==> src/rtl/cstate_pkg.sv <==
package cstate_pkg;
  localparam int CODE_W   = 3;
  localparam int NUM_CS   = 1 << CODE_W;
  localparam int DEEP_MIN = 3;
  localparam int NUM_EXT  = NUM_CS - 4;
  localparam int NUM_LAT  = NUM_CS - 2;

  typedef enum logic [1:0] {
    PH_ACTIVE = 2'd0,
    PH_ENTER  = 2'd1,
    PH_IDLE   = 2'd2,
    PH_EXIT   = 2'd3
  } phase_e;

  typedef logic [CODE_W-1:0] code_t;
endpackage

==> src/rtl/cstate_throttle.sv <==
module cstate_throttle #(
  parameter int THR_W = 4
) (
  input  logic             clk_i,
  input  logic             rst_ni,
  input  logic             en_i,
  input  logic [THR_W-1:0] duty_i,
  output logic             gate_o
);
  logic [THR_W-1:0] cnt_q;

  always_ff @(posedge clk_i or negedge rst_ni) begin
    if (!rst_ni) cnt_q <= '0;
    else         cnt_q <= cnt_q + 1'b1;
  end

  assign gate_o = !en_i || (cnt_q <= duty_i);
endmodule

==> src/rtl/cstate_exit_timer.sv <==
module cstate_exit_timer #(
  parameter int LAT_W = 8
) (
  input  logic             clk_i,
  input  logic             rst_ni,
  input  logic             load_i,
  input  logic [LAT_W-1:0] val_i,
  output logic             last_o
);
  logic [LAT_W-1:0] cnt_q;

  always_ff @(posedge clk_i or negedge rst_ni) begin
    if (!rst_ni)            cnt_q <= '0;
    else if (load_i)        cnt_q <= val_i;
    else if (cnt_q != '0)   cnt_q <= cnt_q - 1'b1;
  end

  assign last_o = (cnt_q == LAT_W'(1));
endmodule

==> src/rtl/cstate_wake_eval.sv <==
module cstate_wake_eval
  import cstate_pkg::*;
(
  input  code_t                code_i,
  input  logic [2*NUM_EXT-1:0] ext_base_i,
  input  logic                 irq_i,
  input  logic                 bm_write_i,
  input  logic                 bm_wake_en_i,
  input  logic                 stop_clk_i,
  output logic [1:0]           sem_o,
  output logic                 wake_o
);
  logic [NUM_CS-1:0][1:0] sem_tab;

  generate
    for (genvar k = 0; k < NUM_CS; k++) begin : g_sem
      if (k < 4) begin : g_base
        assign sem_tab[k] = 2'(k);
      end else begin : g_ext
        logic [1:0] fld;
        assign fld        = ext_base_i[2*(k-4) +: 2];
        assign sem_tab[k] = (fld == 2'd0) ? 2'd3 : fld;
      end
    end
  endgenerate

  assign sem_o = sem_tab[code_i];

  always_comb begin
    wake_o = irq_i;
    if (sem_o == 2'd3 && bm_write_i && bm_wake_en_i) wake_o = 1'b1;
    // stop-clock release only wakes the state it entered
    if (code_i == CODE_W'(2) && !stop_clk_i)         wake_o = 1'b1;
  end
endmodule

==> src/rtl/cstate_fsm.sv <==
module cstate_fsm
  import cstate_pkg::*;
#(
  parameter int LAT_W = 8
) (
  input  logic             clk_i,
  input  logic             rst_ni,
  input  logic             halt_i,
  input  logic             stop_clk_i,
  input  logic             deep_req_i,
  input  code_t            deep_tgt_i,
  input  logic             irq_i,
  input  logic             wake_ev_i,
  input  logic [LAT_W-1:0] lat_i,
  input  logic             timer_last_i,
  output phase_e           phase_o,
  output code_t            code_o,
  output logic             wake_o,
  output logic             load_o
);
  phase_e phase_q, phase_d;
  code_t  code_q, code_d;
  logic   wake_q, wake_d;
  code_t  tgt_clamped;

  assign tgt_clamped = (deep_tgt_i < CODE_W'(DEEP_MIN)) ? CODE_W'(DEEP_MIN) : deep_tgt_i;
  assign load_o      = (phase_q == PH_IDLE) && wake_ev_i && (lat_i != '0);

  always_comb begin
    phase_d = phase_q;
    code_d  = code_q;
    wake_d  = 1'b0;
    unique case (phase_q)
      PH_ACTIVE: begin
        if (!irq_i) begin
          if (deep_req_i) begin
            phase_d = PH_ENTER;
            code_d  = tgt_clamped;
          end else if (stop_clk_i) begin
            phase_d = PH_ENTER;
            code_d  = CODE_W'(2);
          end else if (halt_i) begin
            phase_d = PH_IDLE;
            code_d  = CODE_W'(1);
          end
        end
      end
      PH_ENTER: begin
        if (wake_ev_i) begin
          phase_d = PH_ACTIVE;
          code_d  = '0;
          wake_d  = 1'b1;
        end else begin
          phase_d = PH_IDLE;
        end
      end
      PH_IDLE: begin
        if (wake_ev_i) begin
          if (lat_i == '0) begin
            phase_d = PH_ACTIVE;
            code_d  = '0;
            wake_d  = 1'b1;
          end else begin
            phase_d = PH_EXIT;
          end
        end
      end
      PH_EXIT: begin
        if (timer_last_i) begin
          phase_d = PH_ACTIVE;
          code_d  = '0;
          wake_d  = 1'b1;
        end
      end
      default: phase_d = PH_ACTIVE;
    endcase
  end

  always_ff @(posedge clk_i or negedge rst_ni) begin
    if (!rst_ni) begin
      phase_q <= PH_ACTIVE;
      code_q  <= '0;
      wake_q  <= 1'b0;
    end else begin
      phase_q <= phase_d;
      code_q  <= code_d;
      wake_q  <= wake_d;
    end
  end

  assign phase_o = phase_q;
  assign code_o  = code_q;
  assign wake_o  = wake_q;
endmodule

==> src/rtl/cstate_ctrl.sv <==
module cstate_ctrl
  import cstate_pkg::*;
#(
  parameter int LAT_W = 8,
  parameter int THR_W = 4
) (
  input  logic                     clk_i,
  input  logic                     rst_ni,
  input  logic                     halt_i,
  input  logic                     stop_clk_i,
  input  logic                     deep_req_i,
  input  logic [2:0]               deep_tgt_i,
  input  logic                     irq_i,
  input  logic                     bm_write_i,
  input  logic                     bm_wake_en_i,
  input  logic [7:0]               ext_base_i,
  input  logic [6*LAT_W-1:0]       lat_cfg_i,
  input  logic                     thr_en_i,
  input  logic [THR_W-1:0]         thr_duty_i,
  output logic                     clk_en_o,
  output logic                     snoop_en_o,
  output logic [2:0]               cstate_o,
  output logic                     wake_o
);
  phase_e                  phase;
  code_t                   code;
  logic [1:0]              sem;
  logic                    wake_ev;
  logic                    load;
  logic                    timer_last;
  logic                    thr_gate;
  logic [LAT_W-1:0]        lat_sel;
  logic [NUM_CS-1:0][LAT_W-1:0] lat_tab;

  generate
    for (genvar k = 0; k < NUM_CS; k++) begin : g_lat
      if (k < 2) begin : g_zero
        assign lat_tab[k] = '0;
      end else begin : g_prog
        assign lat_tab[k] = lat_cfg_i[(k-2)*LAT_W +: LAT_W];
      end
    end
  endgenerate

  assign lat_sel = lat_tab[code];

  cstate_wake_eval u_wake (
    .code_i       (code),
    .ext_base_i   (ext_base_i),
    .irq_i        (irq_i),
    .bm_write_i   (bm_write_i),
    .bm_wake_en_i (bm_wake_en_i),
    .stop_clk_i   (stop_clk_i),
    .sem_o        (sem),
    .wake_o       (wake_ev)
  );

  cstate_fsm #(.LAT_W(LAT_W)) u_fsm (
    .clk_i        (clk_i),
    .rst_ni       (rst_ni),
    .halt_i       (halt_i),
    .stop_clk_i   (stop_clk_i),
    .deep_req_i   (deep_req_i),
    .deep_tgt_i   (deep_tgt_i),
    .irq_i        (irq_i),
    .wake_ev_i    (wake_ev),
    .lat_i        (lat_sel),
    .timer_last_i (timer_last),
    .phase_o      (phase),
    .code_o       (code),
    .wake_o       (wake_o),
    .load_o       (load)
  );

  cstate_exit_timer #(.LAT_W(LAT_W)) u_timer (
    .clk_i  (clk_i),
    .rst_ni (rst_ni),
    .load_i (load),
    .val_i  (lat_sel),
    .last_o (timer_last)
  );

  cstate_throttle #(.THR_W(THR_W)) u_thr (
    .clk_i  (clk_i),
    .rst_ni (rst_ni),
    .en_i   (thr_en_i),
    .duty_i (thr_duty_i),
    .gate_o (thr_gate)
  );

  assign clk_en_o   = (phase == PH_ACTIVE) && thr_gate;
  assign snoop_en_o = !((phase == PH_IDLE) && (sem == 2'd3));
  assign cstate_o   = code;
endmodule

==> config.mk <==
export PLATFORM = sky130hd
export DESIGN_NAME = cstate_ctrl
export DESIGN_NICKNAME = d
export VERILOG_FILES = /design/src/rtl/cstate_pkg.sv /design/src/rtl/cstate_throttle.sv /design/src/rtl/cstate_exit_timer.sv /design/src/rtl/cstate_wake_eval.sv /design/src/rtl/cstate_fsm.sv /design/src/rtl/cstate_ctrl.sv
export SDC_FILE = /design/constraint.sdc
export NUM_CORES = 1
export LEC_CHECK = 0
export BUFFER_PORTS_ARGS = -buffer_cell sky130_fd_sc_hd__buf_4
export CORE_UTILIZATION = 42
export CTS_CLUSTER_DIAMETER = 120
export DETAILED_ROUTE_END_ITERATION = 6
export PLACE_DENSITY_LB_ADDON = 0.3
export SLEW_MARGIN = 25
export SYNTH_ARGS = -nofsm -noshare
export SYNTH_HDL_FRONTEND = slang
export SYNTH_SLANG_ARGS = --single-unit
export TNS_END_PERCENT = 100
==> constraint.sdc <==
create_clock -name clk_i -period 2.37 [get_ports clk_i]
set_input_delay 0.3555 -clock clk_i [delete_from_list [all_inputs] [get_ports clk_i]]
set_output_delay 0.3555 -clock clk_i [all_outputs]
set_load 0.01 [all_outputs]
After elaboration in Yosys (flattened, before gate mapping)
Index checks and enable logic that the tools add are counted.
- eq/ne operators: 12
- magnitude comparators: 3
- reduce and logical (&&, ||, !) cells: 22
- mux-type cells: 36
- add/sub/neg operators: 2
- operators by type and width (operator ; count):
    two-way mux 3 bit ; 9
    two-way mux 2 bit ; 13
    binary-select mux 8 bit (select 3 bit) ; 1
    two-way mux 8 bit ; 3
    nonzero test 8 bit ; 2
    one-hot mux 3 bit (4 select lines) ; 1
    zero test 2 bit ; 5
    == test 8 x 1 -> 1 bit (second input constant) ; 1
    zero test 8 bit ; 1
    one-hot mux 2 bit (4 select lines) ; 1
    subtractor 8 x 1 -> 8 bit (second input constant) ; 1
    logical AND 1 bit ; 7
    binary-select mux 2 bit (select 3 bit) ; 1
    == test 2 bit (second input constant) ; 3
    two-way mux 1 bit ; 6
    inequality test 2 x 1 -> 1 bit (second input constant) ; 3
    AND reduction 6 bit ; 1
    adder 4 x 1 -> 4 bit (second input constant) ; 1
    <= comparator 4 bit ; 1
    < comparator 3 x 4 -> 1 bit (second input constant) ; 1
    inequality test 2 bit (second input constant) ; 2
    inequality test 4 bit (second input constant) ; 1
    AND reduction 4 bit ; 1
    == test 3 x 2 -> 1 bit (second input constant) ; 1
    6 further kinds ; 8
- bits in registers: 18
- bits of input ports: 72
- output and inout port bits: 6
- logic and storage cells: 80

Depth between registers and ports, before layout
- depth in word-level cells: 12
- depth in mapped cells: 9
- mapped depth without buffers: 7

Hierarchy
A second synthesis with hierarchy kept.
- cells, all modules: 192
- area total of the unflattened synthesis: 1755.4 µm²
- modules (own cells, without submodules) (module ; cells each ; times used ; area each (µm²)):
    cstate_exit_timer ; 61 ; 1 ; 540.5
    cstate_ctrl ; 49 ; 1 ; 436.7
    cstate_fsm ; 39 ; 1 ; 394.1
    cstate_throttle ; 22 ; 1 ; 236.5
    cstate_wake_eval ; 21 ; 1 ; 147.6

Least setup slack after synthesis
Ideal clock, no wire load.
- kind: reg2reg
- start: register u_fsm.code_q[0], in the netlist u_fsm.code_o[0]
- end: register u_fsm.phase_q[0], in the netlist u_fsm.phase_o[0]
- stages on the path, launching flop included: 10
- clock period less this slack: 2.393 ns
- path buffers: 3
- data required time: 2.244 ns
- slack: -0.023 ns
- library setup time: 0.126 ns
- arrival time: 2.267 ns
- cell sequence: dfrtp_1 -> buf_6 -> buf_8 -> mux4_2 -> nor4_1 -> nand2_1 -> a32o_1 -> and3_1 -> buf_6 -> a311o_1
- longest elaborated chain between the ends: 9
- elaborated cells between the ends (all ways): 17
- those cells by class: eq/ne (3); mux (9); reduce/logical (5)
- RTL lines (element ; RTL line ; source):
    from (decl) ; cstate_fsm.sv:22 ; code_t code_q, code_d;
    from (signal assigned) ; cstate_fsm.sv:86 ; code_q <= code_d;
    binary-select mux 2 bit (select 3 bit) ; cstate_wake_eval.sv:27 ; assign sem_o = sem_tab[code_i];
    two-way mux 2 bit (implied by the code) ; cstate_wake_eval.sv:27 ;
    == test 2 bit ; cstate_wake_eval.sv:31 ; if (sem_o == 2'd3 && bm_write_i && bm_wake_en_i) wake_o = 1'b1;
    logical AND 1 bit (2 in series) ; cstate_wake_eval.sv:31 ;
    two-way mux 1 bit ; cstate_wake_eval.sv:31 ;
    two-way mux 1 bit ; cstate_wake_eval.sv:33 ; if (code_i == CODE_W'(2) && !stop_clk_i) wake_o = 1'b1;
    inequality test 2 x 1 -> 1 bit (no source line) ; n/a ;
    AND reduction 4 bit (no source line) ; n/a ;
    to (signal assigned) ; cstate_fsm.sv:85 ; phase_q <= phase_d;
    to (decl) ; cstate_fsm.sv:21 ; phase_e phase_q, phase_d;
Parallel ways exist; a longest one is shown, timed or not. The select of a mux whose other input is x is not followed.
A chain may end at the register's enable or synchronous reset.

Worst setup path in the final report
- start: register u_fsm.code_q[0], in the netlist u_fsm.code_o[0]
- end: register u_fsm.code_q[0], in the netlist u_fsm.code_o[0]
- longest elaborated chain between the ends: 9
- elaborated cells between the ends (all ways): 16
- those cells by class: eq/ne (5); mux (6); reduce/logical (5)
- RTL lines (element ; RTL line):
    binary-select mux 2 bit (select 3 bit) ; cstate_wake_eval.sv:27
    two-way mux 2 bit (implied by the code) ; cstate_wake_eval.sv:27
    == test 2 bit ; cstate_wake_eval.sv:31
    logical AND 1 bit (2 in series) ; cstate_wake_eval.sv:31
    two-way mux 1 bit ; cstate_wake_eval.sv:31
    two-way mux 1 bit ; cstate_wake_eval.sv:33
    inequality test 2 x 1 -> 1 bit (no source line) ; n/a
    AND reduction 6 bit (no source line) (*) ; n/a
Mark *: on every way between the ends. The rest lies on a longest branch, timed or not. The select of a mux whose other input is x is not followed.

==> qor.yml <==
layout:
  layout.nets: 333
  area_growth_pct: 50.3
  antenna_cells: 0
  final_core_util: 0.657
  drive_gt1_frac: 0.470
logic_synthesis:
  syn_area_per_cell_um2: 9.93
  syn_nets: 240
  ys_warn_count: 0
  synthTopCellsByArea: "dfrtp_1 (28%), mux4_1 (6.6%), mux2i_1 (6.3%)"
  syn_area_um2: 1600
  synth-seq-cells: 18
  yosysTopAreaCellShare: 0.282
  synth_top_cell_by_area: "dfrtp_1"
  synth.distinct_cells: 41
  syn_inst: 161
  synth_common_cells: "dfrtp_1 (18), nand2_1 (14), mux2i_1 (10)"
  async_flop_share: 1.00
  ys.flop_type: "dfrtp_1"
  synth_seq_area_share: 0.282
  yosysMostFrequentCell: "dfrtp_1"
  synth_edf_count: 0
cts:
  cts.clk_slew.worst_paths_ps: 70
  clockBufferDepth: 2
  cts_tree: "yes"
  h-tree-depth: 1
  cts-root-buf: "clkbuf_8"
  cts_buffers: 3
  clk_latency_ps: 250
  cts.sinks: 18
sta:
  fin_ws_ps: -61.1
  period_minus_slack_ps: 2430
  finClkSkew_ps: 3.54
  post-route-period-util: 1.03
  rsz0062_at_grt: "true"
  maxSlewHeadroom: 0.661
  fmax_mhz: 411
  setup_violations: 4
  final_hold_viol_count: 0
  slew_violations: 0
  worst_slew_pin_slew_ps: 504
detailed_routing:
  vias: 1647
  totalWireLength_um: 4610
  viasPerCell: 5.47
  dr.pass1.iters: 4
  ant_nets: 0
  drtIter0Drc: 121
  remaining_drc_errors: 0
  wl_per_cell_um: 15.3
flow_run:
  max-cap-violations: 0
global_route:
  antenna_found_initial: 0
  grt_pass1_wl_um: 7230
  track_usage: 0.232
  grt_max_degree: 19
  grt_pass1_vias: 1643
  grt-ovfl-total: 0
power_and_ir_drop:
  p_leak_nw: 1.13
  max-vdd-ir-drop_mv: 0.548
  power.density_nw_per_um2: 905
critical_path:
  reg2reg_from: "u_fsm.code_o[0]$_DFFE_PN0P_"
  critPathMaxFanout: 7
  crit_family: "compound AO/OA/AOI/OAI gates"
  crit_type: "flip-flop to flip-flop"
  path_buf_inv: 1
  max_stage_delay_ps: 530
  cp-end-kind: "flip-flop"
  startpoint_type: "flip-flop"
  arrival_ps: 2570
  cp.required_ps: 2510
  worstPathCellList: "buf_6 -> mux4_2 -> nor4_4 -> nand2_1 -> a32o_2 -> a221o_1 -> a32o_1"
  crit_slowest_cell: "mux4_2"
  crit_path_start: "u_fsm.code_o[0]$_DFFE_PN0P_"
die:
  chipHeight_um: 63.7
  dieArea_um2: 4060
  initial_core_util: 0.437
  io_pins: 78
  fp.coreArea_um2: 3660
  die_w_um: 63.7
  row_count: 22
hold_path:
  hp-start: "deep_req_i"
  min_path_type: "input pin to flip-flop"
place:
  io_buffers: 77
  dp_hpwl_um: 3710
  place_congestion: 0.832
  pre_cts_slack_ps: -243
run_status:
  failed_checks: "setup timing"
  outcome: "complete, but fails checks"
path summary, 6_finish.rpt:
path / end / slack [ps] / cells after the start
worst min-delay path: u_fsm.phase_o[1]$_DFFE_PN0P_ / 440 / 3
worst max register to register: u_fsm.code_o[0]$_DFFE_PN0P_ / -60 / 7
min in group asynchronous: u_timer.cnt_q[2]$_DFFE_PN0P_ / 500 / 2
max in group asynchronous: u_fsm.code_o[0]$_DFFE_PN0P_ / 1660 / 2
worst min register to register: u_thr.cnt_q[0]$_DFF_PN0_ / 470 / 1
worst max-delay path: u_fsm.code_o[0]$_DFFE_PN0P_ / -60 / 7
placed cells by master (no fill, tap or decap), types with 4 or more instances in the layout:
cell type,count
mux2i_1,10
nor3_1,5
a22oi_1,8
inv_1,8
mux2_2,8
nand3_1,6
o21ai_0,6
nand2_1,14
nor4_1,4
clkbuf_8,4
buf_4,91
mux4_2,8
ha_1,7
xor2_1,8
nor2_1,8
dfrtp_1,17
through the flow:
step	hold slack (ps)	setup TNS [ps]	area [um^2]	total power, mW	std cells
2_1_floorplan	59.9	-57.0	1610	1.38	161
3_3_place_gp	237	-740	2290	1.77	293
3_5_place_dp	241	-1330	2290	1.80	293
4_1_cts	441	-188	2390	2.17	301
5_1_grt	452	-1690	2400	2.34	301
6_report	442	-148	2400	2.18	301
worst register-to-register path, cell delays in order (launching register included):
cell     delay (ps)
dfrtp_2         490
buf_6           150
mux4_2          530
nor4_4          230
nand2_1          70
a32o_2          240
a221o_1         380
a32o_1          230
per-layer routing:
layer | global-route usage | vias up | routed length (um)
li1 | - | 805 | -
met1 | 0.290 | 771 | 1900
met2 | 0.391 | 59 | 2370
met3 | 0.0417 | 12 | 235
met4 | 0.0881 | 0 | 106
met5 | 0 | - | 0
report_power, final:
group          switching [mW]  total [mW]  internal (mW)
sequential              0.158       0.585          0.427
combinational           0.606        1.33          0.728
clock                   0.108       0.256          0.148
what timing repair did:
action / CTS / global route
hold buffers: 1 / 0
pin swaps: 3 / 2
buffers inserted: 3 / 0
cloned: 0 / 0
setup endpoints to repair: 13 / 13
gates resized for setup: 10 / 1
endpoints found under the hold margin: 18 / 0
registers in the layout, indices dropped and copies added, names as in the netlist:
name and flops:
u_fsm.code_o 3, u_fsm.phase_o 2, u_fsm.wake_o 1, u_thr.cnt_q 4, u_timer.cnt_q 8
final cells by class:
type                       count  area (um^2)
inverter                       8         30.0
tap                           48         60.1
clock buffer                   4         55.1
timing repair buffer          94          716
fill                         323         1260
multi-input combinational    129         1090
sequential                    18          452
cell families after synthesis:
| group | synth area share |
|---|---|
| adders and majority gates | 0.0548 |
| and+or+nand+nor | 0.163 |
| xor gates and xnor gates | 0.0548 |
| muxes | 0.241 |
| buffers and inverters | 0.0493 |
| AOI/OAI and AO/OA | 0.156 |
| DFF | 0.282 |
Note: power is estimated with default switching activity, not from simulation.
